File: src/rtl/awd_pkg.sv
package awd_pkg;
  localparam int unsigned BUS_W = 8;
  localparam int unsigned ADDR_W = 3;

  localparam logic [ADDR_W-1:0] A_STAT   = 3'd0;
  localparam logic [ADDR_W-1:0] A_CTRL   = 3'd1;
  localparam logic [ADDR_W-1:0] A_THI_H  = 3'd2;
  localparam logic [ADDR_W-1:0] A_THI_L  = 3'd3;
  localparam logic [ADDR_W-1:0] A_TLO_H  = 3'd4;
  localparam logic [ADDR_W-1:0] A_TLO_L  = 3'd5;
  localparam logic [ADDR_W-1:0] A_RES_H  = 3'd6;
  localparam logic [ADDR_W-1:0] A_RES_L  = 3'd7;

  localparam int unsigned B_EOC    = 7;
  localparam int unsigned B_AWD    = 6;
  localparam int unsigned B_EOC_IE = 5;
  localparam int unsigned B_AWD_IE = 4;
  localparam int unsigned B_RUN    = 0;
  localparam int unsigned B_CONT   = 1;

  localparam int unsigned N_FLAG = 2;
  typedef enum logic [0:0] {F_EOC = 1'b0, F_AWD = 1'b1} flag_e;
endpackage

File: src/rtl/awd_flag.sv
module awd_flag (
  input  logic clk_i,
  input  logic rst_ni,
  input  logic set_i,
  input  logic clr_i,
  output logic q_o
);
  // hardware set dominates software clear
  always_ff @(posedge clk_i or negedge rst_ni) begin
    if (!rst_ni)      q_o <= 1'b0;
    else if (set_i)   q_o <= 1'b1;
    else if (clr_i)   q_o <= 1'b0;
  end
endmodule

File: src/rtl/awd_window.sv
module awd_window #(
  parameter int unsigned RES_W = 10
) (
  input  logic [RES_W-1:0] sample_i,
  input  logic [RES_W-1:0] thr_hi_i,
  input  logic [RES_W-1:0] thr_lo_i,
  output logic             outside_o
);
  logic below, above;
  assign below     = sample_i < thr_lo_i;
  assign above     = sample_i > thr_hi_i;
  assign outside_o = below | above;
endmodule

File: src/rtl/awd_seq.sv
module awd_seq (
  input  logic clk_i,
  input  logic rst_ni,
  input  logic run_i,
  input  logic cont_i,
  input  logic res_valid_i,
  output logic start_o,
  output logic busy_o,
  output logic accept_o,
  output logic run_clr_o
);
  logic busy_q, start_q;

  assign accept_o  = res_valid_i & busy_q & run_i;
  assign run_clr_o = accept_o & ~cont_i;
  assign busy_o    = busy_q;
  assign start_o   = start_q;

  always_ff @(posedge clk_i or negedge rst_ni) begin
    if (!rst_ni) begin
      busy_q  <= 1'b0;
      start_q <= 1'b0;
    end else begin
      start_q <= run_i & ~busy_q;
      if (!run_i)           busy_q <= 1'b0;   // abandon outstanding conversion
      else if (!busy_q)     busy_q <= 1'b1;
      else if (res_valid_i) busy_q <= 1'b0;
    end
  end
endmodule

File: src/rtl/adc_window_wdog.sv
module adc_window_wdog
  import awd_pkg::*;
#(
  parameter int unsigned RES_W = 10
) (
  input  logic              clk_i,
  input  logic              rst_ni,
  input  logic              reg_we_i,
  input  logic [2:0]        reg_addr_i,
  input  logic [7:0]        reg_wdata_i,
  output logic [7:0]        reg_rdata_o,
  output logic              conv_start_o,
  input  logic              res_valid_i,
  input  logic [RES_W-1:0]  res_data_i,
  output logic              irq_o
);
  localparam int unsigned LO_W = RES_W - BUS_W;
  localparam logic [RES_W-1:0] THR_MAX = '1;

  logic [RES_W-1:0] thr_hi, thr_lo, res_q;
  logic run, cont, eoc_ie, awd_ie;
  logic conv_busy, accept, run_clr, outside;
  logic [N_FLAG-1:0] flag_set, flag_clr, flag_q;
  logic eoc, awd, wr_stat, wr_ctrl;

  assign wr_stat = reg_we_i && reg_addr_i == A_STAT;
  assign wr_ctrl = reg_we_i && reg_addr_i == A_CTRL;

  awd_seq u_seq (
    .clk_i(clk_i), .rst_ni(rst_ni), .run_i(run), .cont_i(cont),
    .res_valid_i(res_valid_i), .start_o(conv_start_o), .busy_o(conv_busy),
    .accept_o(accept), .run_clr_o(run_clr)
  );

  awd_window #(.RES_W(RES_W)) u_win (
    .sample_i(res_data_i), .thr_hi_i(thr_hi), .thr_lo_i(thr_lo), .outside_o(outside)
  );

  assign flag_set[F_EOC] = accept;
  assign flag_set[F_AWD] = accept & outside;
  assign flag_clr[F_EOC] = wr_stat & ~reg_wdata_i[B_EOC];
  assign flag_clr[F_AWD] = wr_stat & ~reg_wdata_i[B_AWD];

  for (genvar g = 0; g < N_FLAG; g++) begin : g_flag
    awd_flag u_flag (
      .clk_i(clk_i), .rst_ni(rst_ni), .set_i(flag_set[g]),
      .clr_i(flag_clr[g]), .q_o(flag_q[g])
    );
  end

  assign eoc = flag_q[F_EOC];
  assign awd = flag_q[F_AWD];

  always_ff @(posedge clk_i or negedge rst_ni) begin
    if (!rst_ni) begin
      eoc_ie <= 1'b0;
      awd_ie <= 1'b0;
      run    <= 1'b0;
      cont   <= 1'b0;
      thr_hi <= THR_MAX;
      thr_lo <= '0;
    end else begin
      if (wr_stat) begin
        eoc_ie <= reg_wdata_i[B_EOC_IE];
        awd_ie <= reg_wdata_i[B_AWD_IE];
      end
      if (wr_ctrl) begin
        run  <= reg_wdata_i[B_RUN];
        cont <= reg_wdata_i[B_CONT];
      end else if (run_clr) begin
        run  <= 1'b0;
      end
      if (reg_we_i) begin
        case (reg_addr_i)
          A_THI_H: thr_hi[RES_W-1:LO_W] <= reg_wdata_i;
          A_THI_L: thr_hi[LO_W-1:0]     <= reg_wdata_i[LO_W-1:0];
          A_TLO_H: thr_lo[RES_W-1:LO_W] <= reg_wdata_i;
          A_TLO_L: thr_lo[LO_W-1:0]     <= reg_wdata_i[LO_W-1:0];
          default: ;
        endcase
      end
    end
  end

  always_ff @(posedge clk_i or negedge rst_ni) begin
    if (!rst_ni)     res_q <= '0;
    else if (accept) res_q <= res_data_i;
  end

  always_ff @(posedge clk_i or negedge rst_ni) begin
    if (!rst_ni) irq_o <= 1'b0;
    else         irq_o <= (eoc & eoc_ie) | (awd & awd_ie);
  end

  always_comb begin
    reg_rdata_o = '0;
    case (reg_addr_i)
      A_STAT: begin
        reg_rdata_o[B_EOC]    = eoc;
        reg_rdata_o[B_AWD]    = awd;
        reg_rdata_o[B_EOC_IE] = eoc_ie;
        reg_rdata_o[B_AWD_IE] = awd_ie;
      end
      A_CTRL: begin
        reg_rdata_o[B_RUN]  = run;
        reg_rdata_o[B_CONT] = cont;
      end
      A_THI_H: reg_rdata_o = thr_hi[RES_W-1:LO_W];
      A_THI_L: reg_rdata_o[LO_W-1:0] = thr_hi[LO_W-1:0];
      A_TLO_H: reg_rdata_o = thr_lo[RES_W-1:LO_W];
      A_TLO_L: reg_rdata_o[LO_W-1:0] = thr_lo[LO_W-1:0];
      A_RES_H: reg_rdata_o = res_q[RES_W-1:LO_W];
      A_RES_L: reg_rdata_o[LO_W-1:0] = res_q[LO_W-1:0];
      default: ;
    endcase
  end
endmodule

File: config.mk
export PLATFORM = sky130hd
export DESIGN_NAME = adc_window_wdog
export DESIGN_NICKNAME = d
export VERILOG_FILES = /design/src/rtl/awd_pkg.sv /design/src/rtl/awd_flag.sv /design/src/rtl/awd_window.sv /design/src/rtl/awd_seq.sv /design/src/rtl/adc_window_wdog.sv
export SDC_FILE = /design/constraint.sdc
export NUM_CORES = 1
export LEC_CHECK = 0
export BUFFER_PORTS_ARGS = -buffer_cell sky130_fd_sc_hd__buf_2
export CAP_MARGIN = 0
export CORE_MARGIN = 2
export CORE_UTILIZATION = 45
export DETAILED_ROUTE_END_ITERATION = 8
export GPL_ROUTABILITY_DRIVEN = 0
export PLACE_DENSITY = 0.7
export SETUP_SLACK_MARGIN = 0.4
export SLEW_MARGIN = 20
export SYNTH_ARGS = -nofsm -noshare
export SYNTH_HDL_FRONTEND = slang
export SYNTH_HIERARCHICAL = 1
export SYNTH_SLANG_ARGS = --single-unit
File: constraint.sdc
create_clock -name clk_i -period 2.65 [get_ports clk_i]
set_input_delay 0.3975 -clock clk_i [delete_from_list [all_inputs] [get_ports clk_i]]
set_output_delay 0.3975 -clock clk_i [all_outputs]
set_load 0.02 [all_outputs]
# Yosys cells after proc, flatten, opt, wreduce, memory -nomap -nowiden
# Index checks and enable logic that the tools add are counted.
# W data, S select, Z words.
[word_totals]
reg_bits = 39
latchBits = 0
ramBits = 0
rom_bits = 0
mem_count = 0
[classes]
n_addsub = 0
n_mul = 0
n_div = 0
magnitude_cmp = 2
eq_ne = 7
n_shift = 0
mux = 12
n_bitwise = 15
reduce_logical = 10
[ops]
columns = ["operator", "n"]
rows = [
  ["$pmux W4 S4", 1],
  ["$pmux W2 S7", 1],
  ["$eq A3 B3 Y1 const B", 4],
  ["$gt A10 B10 Y1", 1],
  ["$lt A10 B10 Y1", 1],
  ["$and A1 B1 Y1", 9],
  ["$mux W1", 9],
  ["$reduce_and A2 Y1", 4],
  ["$eq A3 B2 Y1 const B", 2],
  ["$pmux W2 S3", 1],
  ["$reduce_bool A2 Y1", 3],
  ["$not A1 Y1", 4],
  ["$eq A3 B1 Y1 const B", 1],
  ["$logic_not A3 Y1", 1],
  ["$logic_and A1 B1 Y1", 2],
  ["$or A1 B1 Y1", 2],
]

# Depth between registers and ports, before layout
[logic_depth]
word_depth = 5
depth_mapped = 8
ltp_nobuf = 8

# Modules after synthesis
# Netlist, hierarchy kept.
[modules_own_cells]
columns = ["mod", "n_inst", "cells_each", "area_per_inst_um2", "seq_area_each_um2"]
rows = [
  ["adc_window_wdog", 1, 122, 1741.7, 888.4],
  ["awd_window", 1, 65, 501.7, 0.0],
  ["awd_seq", 1, 6, 81.3, 50.0],
  ["awd_flag", 2, 3, 36.3, 25.0],
]

# Least setup slack after synthesis
# Ideal clock, no wire load.
[synth_timing]
path_type = "register to register"
from = "reg thr_hi[9]"
to = "reg g_flag[1].u_flag.q_o"
setup_time_ns = 0.118
arrival_time_ns = 1.705
t_required_ns = 2.532
path_slack_ns = 0.827
stages_incl_launch_ff = 9
path_cell_list = "dfstp_2 inv_1 ha_1 a21oi_1 o21ai_0 nor4b_2 o32ai_2 and2_1 a21o_1"
[synth_via]
elab_chain_len = 4
elab_cells_between_ends = 5
[synth_lines]
columns = ["element", "line", "rtl"]
rows = [
  ["start: declaration", "adc_window_wdog.sv:20", "logic [RES_W-1:0] thr_hi, thr_lo, res_q;"],
  ["start signal: indexed assignment", "adc_window_wdog.sv:75", "A_THI_H: thr_hi[RES_W-1:LO_W] <= reg_wdata_i;"],
  ["start signal: indexed assignment", "adc_window_wdog.sv:76", "A_THI_L: thr_hi[LO_W-1:0] <= reg_wdata_i[LO_W-1:0];"],
  ["$gt A10 B10 Y1 *", "awd_window.sv:11", "assign above = sample_i > thr_hi_i;"],
  ["$or A1 B1 Y1 *", "awd_window.sv:12", "assign outside_o = below | above;"],
  ["named net outside", "adc_window_wdog.sv:22", "logic conv_busy, accept, run_clr, outside;"],
  ["$and A1 B1 Y1 *", "adc_window_wdog.sv:40", "assign flag_set[F_AWD] = accept & outside;"],
  ["named net flag_set[1]", "adc_window_wdog.sv:23", "logic [N_FLAG-1:0] flag_set, flag_clr, flag_q;"],
  ["$mux W1 or $reduce_bool A2 Y1 (tied branches)", "-", ""],
  ["end signal: assignment", "awd_flag.sv:10", "if (!rst_ni) q_o <= 1'b0;"],
  ["end signal: assignment", "awd_flag.sv:11", "else if (set_i) q_o <= 1'b1;"],
  ["end signal: assignment", "awd_flag.sv:12", "else if (clr_i) q_o <= 1'b0;"],
  ["end: declaration", "awd_flag.sv:6", "output logic q_o"],
]
# The timed path passes the listed nets; every way through them passes the cells marked *.
# A chain may end at the register's enable or synchronous reset.

# Worst setup path after layout
[layout_timing]
from = "in reg_addr_i[1]"
to = "out reg_rdata_o[5]"
[layout_via]
elab_chain_len = 2
elab_cells_between_ends = 5
[layout_lines]
columns = ["element", "line", "rtl"]
rows = [
  ["start: declaration", "adc_window_wdog.sv:9", "input logic [2:0] reg_addr_i,"],
  ["$eq A3 B3 Y1 (tied with other cells)", "adc_window_wdog.sv:97", "case (reg_addr_i)"],
  ["$pmux W4 S4 *", "adc_window_wdog.sv:97", ""],
  ["end: declaration", "adc_window_wdog.sv:11", "output logic [7:0] reg_rdata_o,"],
]
# Mark *: on every way between the ends. The rest lies on a longest branch, timed or not.

==> run summary <==
STATUS
-------------------------------------------------------------------------------
Status                                                             complete, no violations

GLOBAL ROUTE
-------------------------------------------------------------------------------
Maximum number of pins on one net before global-route repair                 40
Overall global routing resource usage                                     17.7%
First-pass GRT wire length                                              8130 um
Via count of the first global-routing pass                                 1659
Antenna violations before repair                                              0
Global-route congestion overflow total                                        0

CLOCK NETWORK
-------------------------------------------------------------------------------
Post-CTS Setup Inserts                                                        0
CTS Hold Bufs                                                                 0
CTS root buf                                                           clkbuf_8
Clk_lat worst skew                                                      0.29 ns
Number of H-tree branching levels                                             2
Clock slew at reported path FFs                                         0.07 ns
Post-cts gate resize count                                                    0
# clock sinks                                                                39
Clock tree from TritonCTS                                                   yes
Number of clock buffers inserted by TritonCTS                                 5
Clock buffer depth                                                            2

LOGIC SYNTHESIS
-------------------------------------------------------------------------------
Mapped cell area                                                      2400 um^2
Seq/Total Area, Yosys                                                     41.2%
Avg Synthesized Cell Area                                             12.0 um^2
Net count after synthesis                                                   243
Yosys reg bits                                                               39
Ys async rst share                                                         100%
Leading area contributor after synthesis                                dfrtp_1
Post-synth EDFFs                                                              0
Share of the synthesized area in the top cell type                        30.3%
Number of warnings printed during yosys synthesis                             6
Synthesized instance count                                                  199
Commonest register cell after synthesis                                 dfrtp_1
Leading post-synthesis cells by cell area                          dfrtp_1 (30%), mux2_2 (17%), dfstp_2 (11%)
Synth cell types                                                             46

TIMING
-------------------------------------------------------------------------------
Total count of hold-check failures in the final report                        0
Final-report setup violation count                                            0
Final setup skew                                                     0.00350 ns
RSZ-0062 raised after global routing                                         no
Period utilization                                                        76.7%
Count of pins over their slew limit                                           0
Worst Tran Pin Value                                                   0.846 ns
Post-route minimum period                                               2.03 ns
FMAX                                                                    492 MHz
Slew margin rel.                                                          43.6%
Total Neg Setup Slack                                                      0 ns

SETUP PATH
-------------------------------------------------------------------------------
Capturing element type of the critical path                          output pin
Beginning of the worst register-to-register path                      thr_hi[7]
Cell mode on critical path                                                buf_2
Capturing point of the worst reg2reg path                          g_flag[1].u_flag/q_o
Top fanout value on the critical path                                        16
Slowest-stage cell, CP                                                   mux4_1
Arrival @ worst endpoint                                                1.63 ns
Cells along the critical path                                      buf_2, mux4_1, and2_1, buf_2
Register-to-register setup slack                                        0.66 ns
Slowest cell delay on critical path                                     0.59 ns
WS Path Type                                                          in -> out
Critical Path RT                                                        2.25 ns
Worst Setup SP                                                     reg_addr_i[1]
Worst Reg-to-Reg Cells                                                        8
Crit path launch type                                              primary input

FLOORPLAN
-------------------------------------------------------------------------------
Width of the die                                                        77.0 um
Floorplan row count                                                          26
Core Footprint                                                        5140 um^2
Initial core utilization                                                  46.6%
Area enclosed by the die boundary                                     5930 um^2
Die Height                                                              77.0 um
Io pins                                                                      35

ROUTE
-------------------------------------------------------------------------------
Vias per inst                                                              5.40
Count of nets left with antenna violations after detail routing               0
Routed wire per std cell                                                16.1 um
Iteration-0 DRC Markers                                                      77
DRC violations left                                                           0
Detailed-routing iteration count for the pre-antenna-repair pass              4
Routed wire length                                                      4910 um
Overall via count from detail_route                                        1647

HOLD PATH
-------------------------------------------------------------------------------
Type of the worst min-delay path                                    in -> async

PWR
-------------------------------------------------------------------------------
Part of the total power dissipated in combinational logic                 33.5%
Pleak                                                                   1.27 nW
Internal power summed over all cells                                    1.37 mW
Power Density                                                       750 nW/um^2
Post-layout power                                                       2.01 mW
Sequential share of power                                                 47.4%
Peak VDD IR                                                          0.000368 V
Switching pwr                                                          0.637 mW
Sw Share                                                                  31.7%
Relative contribution of the clock network to total power                 19.1%

PLACEMENT
-------------------------------------------------------------------------------
Total instance count after detailed placement                               297
HPWL after DPL                                                          3670 um
# port buffers                                                               34

LAYOUT
-------------------------------------------------------------------------------
Number of nets in the finished design                                       278
Diode count                                                                   0
Share of layout cells above drive strength 1                              41.7%
Synth-to-layout area growth                                               11.9%
Finished Layout Cells                                                       305

JOB
-------------------------------------------------------------------------------
Reported max-cap violation count                                              0

==> registers in the layout, indices dropped and copies added (netlist names) <==
register / flops
res_q: 10
thr_hi: 10
thr_lo: 10
g_flag.u_flag/q_o: 2
awd_ie: 1
cont: 1
eoc_ie: 1
irq_o: 1
run: 1
u_seq/busy_o: 1
u_seq/start_o: 1
==> worst max-delay path by stage <==
stage                                 to  slack [ns]
floorplan           g_flag[1].u_flag/q_o        0.83
global placement          reg_rdata_o[5]        0.63
detailed placement        reg_rdata_o[5]        0.60
CTS                       reg_rdata_o[5]        0.60
global route              reg_rdata_o[5]        0.53
finish                    reg_rdata_o[5]        0.62
==> layer usage <==
layer  share of wire, %  global-route usage, %  up-vias
met5                  0                      0        -
met2                 46                   29.3       45
met3                5.9                   4.35        6
met1                 46                   22.5      810
li1                   -                      -      786
met4                1.6                   6.43        0
==> placed cells by master (no fill, tap or decap), types with 2 or more instances in the layout <==
master,instances
mux2_2,37
buf_2,34
dfrtp_1,29
inv_1,22
ha_1,19
dfstp_2,10
a21oi_1,7
nor2_1,6
and2_1,5
clkbuf_8,5
mux2i_1,4
o21ai_0,4
mux4_1,3
nand2_1,3
nand3_1,3
nand4_1,3
nor2b_1,3
a21o_1,3
a22oi_1,2
nor3b_1,2
nor4bb_1,2
a31oi_1,2
nand2b_4,2
nor3_1,2
clkbuf_1,2
==> synth_stat cells (all sizes together), types with 4 or more instances <==
| cell type | instances |
|---|---|
| inv | 23 |
| dfstp | 10 |
| mux2i | 4 |
| o21ai | 4 |
| dfrtp | 29 |
| buf | 6 |
| mux2 | 37 |
| mux4 | 4 |
| a21oi | 7 |
| ha | 19 |
| nor2 | 7 |
| and2 | 5 |
==> through the flow <==
| stage | util [%] | setup slack (ns) | hold slack [ns] | cell area (um^2) |
|---|---|---|---|---|
| floorplan | - | 0.827 | 0.102 | 2400 |
| global placement | 50.6 | 0.631 | 0.449 | 2600 |
| detailed placement | 50.6 | 0.603 | 0.462 | 2600 |
| CTS | 52.2 | 0.601 | 0.246 | 2680 |
| global route | 52.2 | 0.529 | 0.303 | 2680 |
| finish | 52.2 | 0.619 | 0.216 | 2680 |
==> worst max-delay path: cells and delay by family <==
kind	cells	cell delay, ns
buf+inv	2	0.47
mux	1	0.59
simple gates	1	0.17
==> cell type report <==
type / count / area (um^2)
clock buffer: 7 / 76.3
clock inverter: 1 / 5.00
fill: 480 / 2460
inverter: 23 / 86.3
multi-input combinational: 131 / 1270
sequential: 39 / 988
tap: 70 / 87.6
timing repair buffer: 34 / 170
==> power by group through the flow <==
stage / sequential, mW / combinational [mW] / clock, mW
floorplan: 0.929 / 0.513 / 0
global placement: 0.958 / 0.659 / 0
detailed placement: 0.965 / 0.677 / 0
CTS: 0.953 / 0.680 / 0.397
global route: 0.981 / 0.756 / 0.419
finish: 0.954 / 0.674 / 0.384
==> kinds of logic after synthesis <==
family,after synthesis,share of synthesized area (%)
flops,39,41.2
mux,45,23.3
buf+inv,29,5.85
fa+ha+maj,19,9.92
compound gates,27,7.99
simple gates,40,11.7
Note: power is estimated with default switching activity, not from simulation.
